### src/rtl/rxs_pkg.sv
package rxs_pkg;
  localparam int BIT_FIFO   = 0;
  localparam int BIT_OVR    = 1;
  localparam int BIT_PAR    = 2;
  localparam int BIT_FRM    = 3;
  localparam int BIT_BRKS   = 4;
  localparam int BIT_BRKE   = 5;
  localparam int BIT_PMATCH = 6;
  localparam int BIT_CTRL   = 7;

  typedef enum logic [1:0] {
    SEL_STAT = 2'd0,
    SEL_LINE = 2'd1,
    SEL_MASK = 2'd2,
    SEL_NONE = 2'd3
  } reg_sel_e;
endpackage

### src/rtl/rxs_bus_dec.sv
module rxs_bus_dec #(
  parameter int ADDR_W   = 2,
  parameter int N_EVT    = 7,
  parameter int SHARED_W = 5
) (
  input  logic [ADDR_W-1:0] reg_addr,
  input  logic              reg_rd,
  input  logic              reg_wr,
  input  logic              wdata_b0,
  output logic [N_EVT-1:0]  evt_clr,
  output logic              ack_wr,
  output logic              mask_we,
  output rxs_pkg::reg_sel_e rd_sel
);
  import rxs_pkg::*;

  logic rd_stat, rd_line;

  always_comb begin
    case (reg_addr)
      2'd0:    rd_sel = SEL_STAT;
      2'd1:    rd_sel = SEL_LINE;
      2'd2:    rd_sel = SEL_MASK;
      default: rd_sel = SEL_NONE;
    endcase
  end

  assign rd_stat = reg_rd && (rd_sel == SEL_STAT);
  assign rd_line = reg_rd && (rd_sel == SEL_LINE);
  assign ack_wr  = reg_wr && (rd_sel == SEL_STAT) && !wdata_b0;
  assign mask_we = reg_wr && (rd_sel == SEL_MASK);

  // event bit i sits at status bit i+1; shared view covers status bits below SHARED_W
  for (genvar i = 0; i < N_EVT; i++) begin : g_clr
    if (i + 1 < SHARED_W) begin : g_shared
      assign evt_clr[i] = rd_stat | rd_line;
    end else begin : g_private
      assign evt_clr[i] = rd_stat;
    end
  end
endmodule

### src/rtl/rxs_evt_latch.sv
module rxs_evt_latch #(
  parameter int N_EVT = 7
) (
  input  logic             clk,
  input  logic             rst_n,
  input  logic [N_EVT-1:0] evt_pulse,
  input  logic [N_EVT-1:0] evt_clr,
  output logic [N_EVT-1:0] evt_q
);
  for (genvar i = 0; i < N_EVT; i++) begin : g_bit
    always_ff @(posedge clk) begin
      if (!rst_n) evt_q[i] <= 1'b0;
      else        evt_q[i] <= (evt_q[i] & ~evt_clr[i]) | evt_pulse[i];
    end
  end
endmodule

### src/rtl/rxs_fifo_req.sv
module rxs_fifo_req (
  input  logic clk,
  input  logic rst_n,
  input  logic fifo_above_thr,
  input  logic fifo_rd,
  input  logic ack_wr,
  output logic req_q
);
  logic ack_pend_q;

  always_ff @(posedge clk) begin
    if (!rst_n) begin
      ack_pend_q <= 1'b0;
      req_q      <= 1'b0;
    end else begin
      if (ack_wr)               ack_pend_q <= 1'b1;
      else if (!fifo_above_thr) ack_pend_q <= 1'b0;
      req_q <= fifo_above_thr && !fifo_rd && !ack_wr && !ack_pend_q;
    end
  end
endmodule

### src/rtl/rxs_irq_gen.sv
module rxs_irq_gen #(
  parameter int STAT_W = 8
) (
  input  logic              clk,
  input  logic              rst_n,
  input  logic              mask_we,
  input  logic [STAT_W-1:0] mask_wdata,
  input  logic [STAT_W-1:0] stat,
  output logic [STAT_W-1:0] mask_q,
  output logic              irq
);
  always_ff @(posedge clk) begin
    if (!rst_n)       mask_q <= '0;
    else if (mask_we) mask_q <= mask_wdata;
  end

  assign irq = |(stat & mask_q);
endmodule

### src/rtl/rxs_rd_port.sv
module rxs_rd_port #(
  parameter int DATA_W   = 32,
  parameter int STAT_W   = 8,
  parameter int SHARED_W = 5
) (
  input  logic              clk,
  input  logic              rst_n,
  input  logic              reg_rd,
  input  rxs_pkg::reg_sel_e rd_sel,
  input  logic [STAT_W-1:0] stat,
  input  logic [STAT_W-1:0] mask,
  output logic [DATA_W-1:0] rdata_q
);
  import rxs_pkg::*;

  logic [DATA_W-1:0] rdata_d;

  always_comb begin
    rdata_d = '0;
    if (reg_rd) begin
      case (rd_sel)
        SEL_STAT: rdata_d[STAT_W-1:0]   = stat;
        SEL_LINE: rdata_d[SHARED_W-1:0] = stat[SHARED_W-1:0];
        SEL_MASK: rdata_d[STAT_W-1:0]   = mask;
        default:  rdata_d = '0;
      endcase
    end
  end

  always_ff @(posedge clk) begin
    if (!rst_n) rdata_q <= '0;
    else        rdata_q <= rdata_d;
  end
endmodule

### src/rtl/rx_evt_status.sv
module rx_evt_status #(
  parameter int DATA_W   = 32,
  parameter int ADDR_W   = 2,
  parameter int N_EVT    = 7,
  parameter int SHARED_W = 5
) (
  input  logic              clk,
  input  logic              rst_n,
  input  logic [ADDR_W-1:0] reg_addr,
  input  logic              reg_rd,
  input  logic              reg_wr,
  input  logic [DATA_W-1:0] reg_wdata,
  output logic [DATA_W-1:0] reg_rdata,
  input  logic              ev_ctrl_char,
  input  logic              ev_prog_match,
  input  logic              ev_brk_end,
  input  logic              ev_brk_start,
  input  logic              ev_frame_err,
  input  logic              ev_par_err,
  input  logic              ev_overrun,
  input  logic              fifo_above_thr,
  input  logic              fifo_rd,
  output logic              irq
);
  import rxs_pkg::*;

  localparam int STAT_W = N_EVT + 1;

  logic [N_EVT-1:0]  ev_vec;
  logic [N_EVT-1:0]  evt_clr;
  logic [N_EVT-1:0]  evt_q;
  logic              req_q;
  logic [STAT_W-1:0] stat_q;
  logic [STAT_W-1:0] mask_q;
  logic              ack_wr, mask_we;
  reg_sel_e          rd_sel;
  logic              unused_wdata;

  assign unused_wdata = ^reg_wdata[DATA_W-1:STAT_W];

  assign ev_vec[BIT_OVR-1]    = ev_overrun;
  assign ev_vec[BIT_PAR-1]    = ev_par_err;
  assign ev_vec[BIT_FRM-1]    = ev_frame_err;
  assign ev_vec[BIT_BRKS-1]   = ev_brk_start;
  assign ev_vec[BIT_BRKE-1]   = ev_brk_end;
  assign ev_vec[BIT_PMATCH-1] = ev_prog_match;
  assign ev_vec[BIT_CTRL-1]   = ev_ctrl_char;

  assign stat_q = {evt_q, req_q};

  rxs_bus_dec #(.ADDR_W(ADDR_W), .N_EVT(N_EVT), .SHARED_W(SHARED_W)) u_dec (
    .reg_addr(reg_addr), .reg_rd(reg_rd), .reg_wr(reg_wr),
    .wdata_b0(reg_wdata[BIT_FIFO]), .evt_clr(evt_clr), .ack_wr(ack_wr),
    .mask_we(mask_we), .rd_sel(rd_sel)
  );

  rxs_evt_latch #(.N_EVT(N_EVT)) u_evt (
    .clk(clk), .rst_n(rst_n), .evt_pulse(ev_vec), .evt_clr(evt_clr), .evt_q(evt_q)
  );

  rxs_fifo_req u_req (
    .clk(clk), .rst_n(rst_n), .fifo_above_thr(fifo_above_thr),
    .fifo_rd(fifo_rd), .ack_wr(ack_wr), .req_q(req_q)
  );

  rxs_irq_gen #(.STAT_W(STAT_W)) u_irq (
    .clk(clk), .rst_n(rst_n), .mask_we(mask_we),
    .mask_wdata(reg_wdata[STAT_W-1:0]), .stat(stat_q), .mask_q(mask_q), .irq(irq)
  );

  rxs_rd_port #(.DATA_W(DATA_W), .STAT_W(STAT_W), .SHARED_W(SHARED_W)) u_rd (
    .clk(clk), .rst_n(rst_n), .reg_rd(reg_rd), .rd_sel(rd_sel),
    .stat(stat_q), .mask(mask_q), .rdata_q(reg_rdata)
  );
endmodule

### config.mk
export PLATFORM = sky130hd
export DESIGN_NAME = rx_evt_status
export DESIGN_NICKNAME = d
export VERILOG_FILES = /design/src/rtl/rxs_pkg.sv /design/src/rtl/rxs_bus_dec.sv /design/src/rtl/rxs_evt_latch.sv /design/src/rtl/rxs_fifo_req.sv /design/src/rtl/rxs_irq_gen.sv /design/src/rtl/rxs_rd_port.sv /design/src/rtl/rx_evt_status.sv
export SDC_FILE = /design/constraint.sdc
export NUM_CORES = 1
export LEC_CHECK = 0
export BUFFER_PORTS_ARGS = -buffer_cell sky130_fd_sc_hd__buf_4
export CORE_MARGIN = 2
export CORE_UTILIZATION = 36
export CTS_CLUSTER_SIZE = 20
export DETAILED_ROUTE_END_ITERATION = 10
export GPL_ROUTABILITY_DRIVEN = 0
export PLACE_DENSITY = 0.7
export SLEW_MARGIN = 20
export SYNTH_ARGS = -nofsm -noshare
export SYNTH_HDL_FRONTEND = slang
export SYNTH_SLANG_ARGS = --single-unit
### constraint.sdc
create_clock -name clk -period 1 [get_ports clk]
set_clock_uncertainty 0.15 [all_clocks]
set_input_delay 0.05 -clock clk [delete_from_list [all_inputs] [get_ports clk]]
set_output_delay 0.05 -clock clk [all_outputs]
set_load 0.01 [all_outputs]
---- Yosys cells after proc, flatten, opt, wreduce, memory -nomap -nowiden ----
Index checks and enable logic that the tools add are counted.
storage, ports and cells
  input port bits ......................... 47
  flip-flop bits (word level) ............. 49
  logic and storage cells ................. 57
cells by class
  muxes and demuxes ....................... 5
  eq/ne operators ......................... 5
  reductions and logical operators ........ 17
  bitwise logic cells ..................... 18
operators with widths
  kind                                                              count
  5-bit case mux with 2 select lines                                1
  8-bit AND                                                         1
  1-bit logical AND                                                 8
  1-bit OR                                                          8
  8-bit OR reduction                                                1
  1-bit AND                                                         7
  2-bit case mux with 3 select lines                                1
  3-bit case mux with 2 select lines                                1
  2-bit by 1-bit == test with 1-bit output (second input constant)  2
  2-bit == test (second input constant)                             2
  1-bit zero test                                                   4
  2-bit zero test                                                   2
  1-bit 2-to-1 mux                                                  2
  2-bit by 1-bit != test with 1-bit output (second input constant)  1
  1-bit NOT                                                         2
  2-bit AND reduction                                               1
  2-bit OR reduction                                                1

---- Longest topological paths before layout ----
  depth in word-level cells ............... 8
  mapped depth ............................ 4
  gate-level depth less buffers ........... 3

---- By module ----
From an unflattened synthesis, not the netlist that was laid out.
second synthesis, totals
  cells, all modules ...................... 125
  area, all modules ....................... 1,241.2 um^2
modules (own cells, without submodules)
  module         times used  sequential area each (um^2)  cells each  area each (um^2)
  rxs_rd_port    1           160.2                        56          505.5
  rxs_irq_gen    1           160.2                        30          337.8
  rxs_evt_latch  1           140.1                        21          236.5
  rxs_bus_dec    1           0.0                          12          93.8
  rxs_fifo_req   1           40.0                         6           67.6

---- Worst setup path after synthesis ----
OpenSTA, ideal clock, no wires.
  path kind ............................... input-to-reg
  from .................................... in reg_addr[0]
  to ...................................... reg u_evt.evt_q[4]
  setup slack ............................. 0.022 ns
  path buffers ............................ 1
  stages .................................. 4
  setup time .............................. 0.115 ns
  data arrival time ....................... 0.713 ns
  path through ............................ buf_6 > or3b_4 > a21oi_1 > nor2b_1
between the ends
  cells in the longest elaborated chain, start to end .. 7
  elaborated cells between the ends (all ways) .. 9
  classes of those cells .................. eq/ne: 2; mux: 1; bitwise: 3; reduce/logical: 3
RTL lines
  what                                         line                 source
  start: declaration                           rx_evt_status.sv:9   input logic [ADDR_W-1:0] reg_addr,
  2-bit == test, or another cell as far along  rxs_bus_dec.sv:20    case (reg_addr)
  2-bit case mux with 3 select lines (*)       rxs_bus_dec.sv:20
  2-bit zero test (*)                          rxs_bus_dec.sv:28    assign rd_stat = reg_rd && (rd_sel == SEL_STAT);
  1-bit logical AND (*)                        rxs_bus_dec.sv:28
  1-bit NOT (*)                                rxs_evt_latch.sv:13  else evt_q[i] <= (evt_q[i] & ~evt_clr[i]) | evt_pulse[i];
  1-bit AND (*)                                rxs_evt_latch.sv:13
  1-bit OR (*)                                 rxs_evt_latch.sv:13
  end signal: indexed assignment               rxs_evt_latch.sv:13
  end: declaration                             rxs_evt_latch.sv:8   output logic [N_EVT-1:0] evt_q
Mark *: on every way between the ends. The rest lies on a longest branch, timed or not.
A chain may end at the register's enable or synchronous reset.

---- Final worst setup path ----
  from .................................... reg u_irq.mask_q[1]
  to ...................................... out irq
between the ends
  cells in the longest elaborated chain, start to end .. 2
RTL lines
  what                      line                 source
  start: declaration        rxs_irq_gen.sv:9     output logic [STAT_W-1:0] mask_q,
  start signal: assignment  rxs_irq_gen.sv:14    else if (mask_we) mask_q <= mask_wdata;
  8-bit AND                 rxs_irq_gen.sv:17    assign irq = |(stat & mask_q);
  8-bit OR reduction        rxs_irq_gen.sv:17
  end: declaration          rx_evt_status.sv:23  output logic irq
No other way between the ends.

==> flow_metrics.env <==
export IMPL_yosys_area_top_type="dfxtp_1"
export IMPL_fin_area_mm2=0.001715
export IMPL_max_cap_violations=0
export IMPL_wl_per_cell_um=11.51
export IMPL_synth_cell_type_count=21
export IMPL_grt_first_pass_wirelength_mm=4.215
export IMPL_initial_core_util_pct=37.58
export IMPL_drive_gt1_share_pct=34.20
export IMPL_ir_worst_vdd_mv=0.4592
export IMPL_synthToLayoutAreaGrowth_pct=49.51
export IMPL_ys_flop_type="dfxtp_1"
export IMPL_fillers=280
export IMPL_grt_total_usage_pct=15.38
export IMPL_synth_top_area_share_pct=43.62
export IMPL_synth_warning_count=0
export IMPL_via_per_inst=4.384
export IMPL_cp_endpoint="irq"
export IMPL_hold_viol=9
export IMPL_finalCritPeriodShare_pct=132.8
export IMPL_grt_ovfl_total=0
export IMPL_violations="negative hold slack, negative setup slack"
export IMPL_layout_common_cells="buf_4, conb_1, dlygate4sd3_1"
export IMPL_clock_fmax_mhz=753.2
export IMPL_die_y_um=60.46
export IMPL_io_pins=80
export IMPL_pwr_share_seq_pct=56.5
export IMPL_grtUsageMet1_pct=17.67
export IMPL_synthAdderAreaFrac_pct=0
export IMPL_use_met3_pct=1.919
export IMPL_syn_avg_cell_area_um2=8.894
export IMPL_tns_ns=-0.4987
export IMPL_p_total_w=0.001889
export IMPL_first_pass_iters=5
export IMPL_whs_ns=-0.05228
export IMPL_core_mm2=0.003053
export IMPL_synth_edf_count=0
export IMPL_vias=1039
export IMPL_die_area_mm2=0.003655
export IMPL_p_clk_share_pct=23.2
export IMPL_first_iter_violations=25
export IMPL_cts_made_buffers=3
export IMPL_drt_total_wl_mm=2.727
export IMPL_cts_sinks=25
export IMPL_setup_violations=3
export IMPL_async_flop_share_pct=0
export IMPL_r2r_start="u_irq.mask_q[7]"
export IMPL_yosys_top_cells_area="dfxtp_1, buf_4, a21oi_1"
export IMPL_synth_simple_area_share_pct=22.79
export IMPL_cts_root_buf="clkbuf_4"
export IMPL_dpl_cell_count=212
export IMPL_r2r_end="u_rd.rdata_q[7]"
export IMPL_antenna_left=0
export IMPL_status="complete, but fails checks"
export IMPL_holdCritPathClass="in -> reg"
export IMPL_htree_num_levels=1
export IMPL_critPathKind="reg -> out"
export IMPL_slew_violations=0
export IMPL_placed_area_mm2=0.001418
export IMPL_port_buffers=31
export IMPL_grt_max_degree=17
export IMPL_layout_min_cycle_time_ns=1.328
export IMPL_rr_worst_depth=3
export IMPL_n_antenna_cell=0
export IMPL_layout_setup_ws_ns=-0.3276
export IMPL_power_switching_w=0.0004844
export IMPL_cp_required_ns=0.80
export IMPL_p_comb_share_pct=20.3
export IMPL_top_usage_layer="met2"
export IMPL_syn_inst=129
export IMPL_synth_xor_area_share_pct=0
export IMPL_timing_reg2reg_setup_slack_ns=0.02
export IMPL_crit_arrival_ns=1.13
export IMPL_drc=0
export IMPL_rsz0062_at_grt="true"
export IMPL_synth_top_family_by_area="simple AND/OR/NAND/NOR gates"
export IMPL_gr_usage_met2_pct=28.42
export IMPL_leakagePower_nw=0.7723
export IMPL_antenna_found_initial=0
export IMPL_fin_cells=237
export IMPL_p_sw_share_pct=25.64
export IMPL_clk_path_buf_depth=2
export IMPL_crit_path_start_kind="flop"
export IMPL_yosysSeqAreaShare_pct=43.62
export IMPL_intPower_w=0.001404
export IMPL_tritoncts="yes"
export IMPL_synth_area_mm2=0.001147
export IMPL_clkTransAtPathRegs_ns=0.13
export IMPL_grt_pass1_vias=940
export IMPL_synth_compound_area_share_pct=11.78
export IMPL_final_common_cell="buf_4"
export IMPL_rows=20
export IMPL_synthMuxAreaShare_pct=2.617
export IMPL_clk_latency_ns=0.31
export IMPL_crit_fanout=2
export IMPL_synth_seq_cells=25
export IMPL_setup_worst_path_end_class="primary output"
export IMPL_cp_startpoint="u_irq.mask_q[1]"
export IMPL_powerDensity_mw_per_mm2=1101
export IMPL_die_x_um=60.46
export IMPL_dp_hpwl_mm=1.884
export IMPL_nets=241
## sequential cells by signal, indices dropped and copies added, names as in the netlist
name and cells:
u_irq.mask_q 8, u_evt.evt_q 7, u_rd.rdata_q 8, u_req.req_q 1
u_req.ack_pend_q 1
## metrics by stage
stage,setup WS [ns],util (%)
2_1_floorplan,0.02216,-
3_3_place_gp,-0.07990,46.43
3_5_place_dp,-0.1149,46.43
4_1_cts,-0.2898,54.84
5_1_grt,-0.3845,56.19
6_report,-0.3276,56.19
## layer usage
layer,share of wire (%),vias to the layer above
met5,0,-
met2,49,54
met3,7.4,4
li1,-,522
met1,42,459
met4,1.4,0
## layout make-up
cell class                      count  area (µm²)  area share, %
Clock buffer                        4       26.28          1.532
Multi-Input combinational cell     97       559.3          32.60
Sequential cell                    25       510.5          29.76
Tap cell                           44       55.05          3.209
Timing Repair Buffer               67       564.3          32.90
## worst min path at each step
| stage | from | endpoint | slack (ns) | cells past startpoint |
|---|---|---|---|---|
| finish | reg_addr[0] | u_req.ack_pend_q | -0.05 | 4 |
| global placement | fifo_rd | u_req.req_q | 0.06 | 2 |
| detailed placement | fifo_rd | u_req.req_q | 0.07 | 2 |
| floorplan | fifo_rd | u_req.req_q | -0.02 | 1 |
| CTS | reg_addr[1] | u_rd.rdata_q[2] | -0.10 | 3 |
| global route | reg_addr[0] | u_req.ack_pend_q | -0.04 | 4 |
## power groups by stage
stage | Clock [W] | Sequential, W | Combinational (W)
2_1_floorplan | 0 | 0.00108 | 0.000217
3_3_place_gp | 0 | 0.00108 | 0.000291
3_5_place_dp | 0 | 0.00108 | 0.000296
4_1_cts | 0.000450 | 0.00107 | 0.000363
5_1_grt | 0.000483 | 0.00107 | 0.000417
6_report | 0.000438 | 0.00107 | 0.000383
## timing repair
action / 4_1_cts / 5_1_grt
hold buffers: 20 / 2
setup endpoints to repair: 1 / 14
gates resized for setup: 10 / 10
pin swaps: 3 / 2
endpoints found under the hold margin: 22 / 10
buffers inserted: 1 / 0
## worst max-delay path, stage by stage, from the launching register on
cell	delay (ns)
dfxtp_2	0.35
a22oi_2	0.18
nand4_1	0.12
buf_4	0.17
## cells in the mapped netlist, types with 3 or more instances
cell and count:
buf_4 25, dfxtp_1 25, a21oi_1 13, nand2_1 10
nand3_1 8, nor2b_1 8, o21ai_0 8, nand2b_1 6
nand3b_1 5, a22oi_1 4, mux2i_1 3, nor3_1 3
## kinds of logic after synthesis
family / count (synthesis)
buffers and inverters: 30
AND/OR/NAND/NOR: 45
AO/OA/AOI/OAI: 25
flip-flops: 25
other: 1
multiplexers: 3
Power figures use the tool's default switching activity.
